## src/rtl/key_unlock_pkg.sv

```systemverilog
package key_unlock_pkg;
  localparam int DATA_W   = 32;
  localparam int NUM_KEYS = 3;
  // Index 0 is the key that must be written first.
  localparam logic [NUM_KEYS-1:0][DATA_W-1:0] DEFAULT_KEYS = {
    32'h9608B2C1,
    32'hA1E34F20,
    32'h3A7F5CA3
  };
endpackage

```

## src/rtl/key_unlock_cmp.sv

```systemverilog
module key_unlock_cmp #(
  parameter int DATA_W   = key_unlock_pkg::DATA_W,
  parameter int NUM_KEYS = key_unlock_pkg::NUM_KEYS,
  parameter logic [NUM_KEYS-1:0][DATA_W-1:0] KEYS = key_unlock_pkg::DEFAULT_KEYS
) (
  input  logic [DATA_W-1:0]   cand,
  output logic [NUM_KEYS-1:0] hit
);
  for (genvar g = 0; g < NUM_KEYS; g++) begin : g_key
    assign hit[g] = (cand == KEYS[g]);
  end
endmodule

```

## src/rtl/key_unlock_seq.sv

```systemverilog
module key_unlock_seq #(
  parameter int NUM_KEYS = key_unlock_pkg::NUM_KEYS,
  localparam int STEP_W  = $clog2(NUM_KEYS + 1)
) (
  input  logic                clk,
  input  logic                rst_n,
  input  logic                wr_en,
  input  logic [NUM_KEYS-1:0] hit,
  output logic [STEP_W-1:0]   step,
  output logic                open
);
  localparam logic [STEP_W-1:0] LAST = STEP_W'(NUM_KEYS);

  logic [STEP_W-1:0] step_q, step_d;
  logic              open_q;
  logic              want_hit;

  // Does the written word match the key expected at the current step?
  always_comb begin
    want_hit = 1'b0;
    for (int i = 0; i < NUM_KEYS; i++) begin
      if (step_q == STEP_W'(i)) want_hit = hit[i];
    end
  end

  always_comb begin
    if (!wr_en)              step_d = step_q;
    else if (step_q == LAST) step_d = '0;          // relock, never a first key
    else if (want_hit)       step_d = step_q + 1'b1;
    else if (hit[0])         step_d = STEP_W'(1);  // restart on first key
    else                     step_d = '0;
  end

  always_ff @(posedge clk or negedge rst_n) begin
    if (!rst_n) begin
      step_q <= '0;
      open_q <= 1'b0;
    end else begin
      step_q <= step_d;
      if (wr_en) open_q <= (step_d == LAST);
    end
  end

  assign step = step_q;
  assign open = open_q;
endmodule

```

## src/rtl/key_unlock_rdport.sv

```systemverilog
module key_unlock_rdport #(
  parameter int DATA_W = key_unlock_pkg::DATA_W
) (
  input  logic              clk,
  input  logic              rst_n,
  input  logic              rd_en,
  output logic              rd_valid,
  output logic [DATA_W-1:0] rd_data
);
  always_ff @(posedge clk or negedge rst_n) begin
    if (!rst_n) rd_valid <= 1'b0;
    else        rd_valid <= rd_en;
  end
  // The register is write-only: its contents never reach the read path.
  assign rd_data = '0;
endmodule

```

## src/rtl/key_unlock_gate.sv

```systemverilog
module key_unlock_gate #(
  parameter int DATA_W   = key_unlock_pkg::DATA_W,
  parameter int NUM_KEYS = key_unlock_pkg::NUM_KEYS,
  parameter logic [NUM_KEYS-1:0][DATA_W-1:0] KEYS = key_unlock_pkg::DEFAULT_KEYS,
  localparam int STEP_W  = $clog2(NUM_KEYS + 1)
) (
  input  logic              clk,
  input  logic              rst_n,
  input  logic              wr_en,
  input  logic [DATA_W-1:0] wr_data,
  input  logic              rd_en,
  output logic              rd_valid,
  output logic [DATA_W-1:0] rd_data,
  output logic              region_en,
  output logic [STEP_W-1:0] step
);
  logic [NUM_KEYS-1:0] hit;

  key_unlock_cmp #(.DATA_W(DATA_W), .NUM_KEYS(NUM_KEYS), .KEYS(KEYS)) u_cmp (
    .cand (wr_data),
    .hit  (hit)
  );

  key_unlock_seq #(.NUM_KEYS(NUM_KEYS)) u_seq (
    .clk   (clk),
    .rst_n (rst_n),
    .wr_en (wr_en),
    .hit   (hit),
    .step  (step),
    .open  (region_en)
  );

  key_unlock_rdport #(.DATA_W(DATA_W)) u_rd (
    .clk      (clk),
    .rst_n    (rst_n),
    .rd_en    (rd_en),
    .rd_valid (rd_valid),
    .rd_data  (rd_data)
  );
endmodule

```

## config.mk

```make
export PLATFORM = sky130hd
export DESIGN_NAME = key_unlock_gate
export DESIGN_NICKNAME = d
export VERILOG_FILES = /design/src/rtl/key_unlock_pkg.sv /design/src/rtl/key_unlock_cmp.sv /design/src/rtl/key_unlock_seq.sv /design/src/rtl/key_unlock_rdport.sv /design/src/rtl/key_unlock_gate.sv
export SDC_FILE = /design/constraint.sdc
export NUM_CORES = 1
export LEC_CHECK = 0
export ABC_AREA = 1
export BUFFER_PORTS_ARGS = -buffer_cell sky130_fd_sc_hd__buf_4
export CAP_MARGIN = 20
export CORE_UTILIZATION = 39
export DETAILED_ROUTE_END_ITERATION = 10
export PLACE_DENSITY = 0.76
export SLEW_MARGIN = 25
export SYNTH_ARGS = -nofsm -noshare
export SYNTH_HDL_FRONTEND = slang
export SYNTH_SLANG_ARGS = --single-unit
export TNS_END_PERCENT = 100
```

## constraint.sdc

```tcl
create_clock -name clk -period 1.9 [get_ports clk]
set_clock_uncertainty 0.1 [all_clocks]
set_input_delay 0.19 -clock clk [delete_from_list [all_inputs] [get_ports clk]]
set_output_delay 0.19 -clock clk [all_outputs]
set_load 0.01 [all_outputs]
```

==> results.json <==
{
  "status": "complete, no violations",
  "ir_drop_mv": 0.3220,
  "synth_compound_gate_area_share_pct": 1.834,
  "hp-start": "wr_en",
  "final_common_cell": "buf_4",
  "cts_root_buf": "clkbuf_4",
  "gr-total-overflow": 0,
  "yosysSeqAreaShare_pct": 11.28,
  "rr_worst_depth": 11,
  "swShare_pct": 32.88,
  "grt.total_usage_pct": 14.04,
  "area_growth_pct": 27.64,
  "clk_pin_slew_ns": 0.04,
  "die_h_um": 49.69,
  "synth_mux_area_share_pct": 0,
  "crit_top_cell": "nand2_1",
  "holdCritPathClass": "in2reg",
  "fin_crit_ns": 1.673,
  "yosys_warnings": 0,
  "hold_buffers": 2,
  "die_area_mm2": 0.002469,
  "detail_route.wirelength_um": 1692,
  "grt_max_degree": 6,
  "grt_busiest_layer": "met2",
  "synthSimpleGateAreaFrac_pct": 42.31,
  "fill_cells": 213,
  "route.detailed.drc": 0,
  "crit_end": "u_seq.open",
  "arrival_ns": 1.73,
  "critical_path.startpoint_type": "flop",
  "critPathKind": "reg2reg",
  "grt_pass1_vias": 741,
  "cts_buffers": 3,
  "setup_viol": 0,
  "tns_ns": 0,
  "mostFrequentLayoutCells": "39 x buf_4, 37 x nand2_1, 32 x conb_1",
  "cts_setup_buffers": 0,
  "io_buffer_count": 39,
  "synth-xor-area-share_pct": 0,
  "multiInputGateArea_um2": 561.8,
  "layout.nets": 239,
  "synth_cell_types": 17,
  "cts_sinks": 4,
  "r2r_setup_slack_ns": 0.23,
  "first_pass_iters": 4,
  "crit_path_max_incr_delay_ns": 0.42,
  "leakage_nw": 0.6634,
  "crit_start": "u_seq.step[1]",
  "required_ns": 1.96,
  "dp_hpwl_um": 1520,
  "avgSynthCellArea_um2": 5.760,
  "n_antenna_cell": 0,
  "via_per_inst": 3.969,
  "hold_viol": 0,
  "fin_crit_sh_pct": 88.07,
  "synthAdderAreaFrac_pct": 5.642,
  "ant_nets": 0,
  "worst_setup_path_end_kind": "flop",
  "p_sw_uw": 108.1,
  "rsz0062_at_grt": "no",
  "ys_ff_latch": 4,
  "use_met1_pct": 17.04,
  "pre_cts_ws_ns": 0.2363,
  "wl_per_cell_um": 7.554,
  "cts.path.max_buffers": 2,
  "power.density_mw_per_mm2": 290.4,
  "drive_above_1_share_pct": 26.40,
  "crit_path_max_fanout": 5,
  "grtUsageMet3_pct": 4.321,
  "dr.first_iter.drc_count": 18,
  "clk_latency_ns": 0.24,
  "syn_area_um2": 887.1,
  "maxCapViolCount": 0,
  "htreeDepth": 1,
  "synth_cells": 154,
  "die_width_um": 49.69,
  "pwr-share-comb_pct": 41.4,
  "num_rows": 16,
  "setup_ws_ns": 0.2267,
  "use_met2_pct": 25.00,
  "core_area_mm2": 0.002042,
  "slowest_stage": "dfrtp_1",
  "final-seq-area_um2": 100.1,
  "synth_top_family_by_area": "simple AND/OR/NAND/NOR gates",
  "grt_pass1_wl_um": 2766,
  "via_count": 889,
  "initial_core_util_pct": 43.44,
  "io_pins": 72,
  "cts_tree": "built",
  "antenna_found_initial": 0,
  "crit_path_cell_trace": "inv_1 > ha_1 > nor3b_1 > nand2_1 > nor2_1 > nand3_1 > nand3_2 > nand2_1 > nand2_1 > nand3_2 > o21bai_2",
  "r2r_start": "u_seq.step[1]",
  "finalMaxSlewViolations": 0,
  "cts-resized-gates": 0,
  "place.gp.congestion": 0.7423,
  "pwr-share-clk_pct": 32.2,
  "seqPwrFrac_pct": 26.4,
  "fmax_mhz": 597.6,
  "p_int_uw": 220.7,
  "rr_endpoint": "u_seq.open",
  "holdWs_ns": 0.04241
}
per-layer routing:
layer / vias up / part of all wire [%]
met4: 0 / 0.83
li1: 479 / -
met1: 363 / 43
met5: - / 0
met2: 45 / 48
met3: 2 / 7.6
cell families after synthesis:
family          count (synthesis)
compound gates                  2
fa+ha+maj                       4
buf+inv                        59
flops                           4
other cells                     1
simple gates                   84
registers in the layout, summed over array words and instances, names as in the netlist:
signal	count
u_seq.step	2
u_rd.rd_valid	1
u_seq.open	1
final cells by class:
class,instances,area share [%]
multi-input combinational,122,49.61
timing repair buffer,41,27.62
inverter,27,8.950
sequential,4,8.840
tap,27,2.983
clock buffer,3,1.989
worst max-delay path, delay by kind of cell, from the launching register on:
kind	cells	cell delay, ns
buffers and inverters	1	0.10
adders and majority gates	1	0.15
AOI/OAI and AO/OA	1	0.11
and+or+nand+nor	8	0.72
DFF	1	0.42
stage by stage:
| step | cell area, um2 | std cells | power (mW) | util, % |
|---|---|---|---|---|
| after floorplan | 1003 | 185 | 0.1953 | - |
| after global placement | 1090 | 219 | 0.2181 | 53.37 |
| after detailed placement | 1090 | 219 | 0.2197 | 53.37 |
| after CTS | 1132 | 224 | 0.3329 | 55.45 |
| after global routing | 1132 | 224 | 0.3587 | 55.45 |
| final | 1132 | 224 | 0.3288 | 55.45 |
power by group through the flow:
stage | Combinational, mW | Clock [mW] | Sequential [mW]
finish | 0.136 | 0.106 | 0.0870
global route | 0.152 | 0.120 | 0.0868
CTS | 0.135 | 0.111 | 0.0869
detailed placement | 0.132 | 0 | 0.0880
global placement | 0.130 | 0 | 0.0880
floorplan | 0.107 | 0 | 0.0887
synth_stat cells:
cell | n | area share, %
nor2_1 | 24 | 10
nand3_1 | 5 | 2.8
nor3b_1 | 2 | 1.7
inv_1 | 26 | 11
dfrtp_1 | 4 | 11
nor3_1 | 7 | 3.9
ha_1 | 4 | 5.6
o21ai_1 | 1 | 0.56
nor2_2 | 2 | 1.4
nand2_2 | 2 | 1.4
o21bai_2 | 1 | 1.3
nand2_1 | 37 | 16
inv_2 | 1 | 0.42
conb_1 | 1 | 0.42
buf_4 | 32 | 27
nand3_2 | 4 | 4.5
or2_1 | 1 | 0.71
worst min-delay path by stage:
stage | endpoint | cells after the start
2_1_floorplan | u_rd.rd_valid | 0
3_3_place_gp | u_rd.rd_valid | 1
3_5_place_dp | u_seq.step[0] | 1
4_1_cts | u_seq.step[0] | 2
5_1_grt | u_seq.step[0] | 2
6_report | u_seq.step[0] | 2
Note: power is estimated with default switching activity, not from simulation.
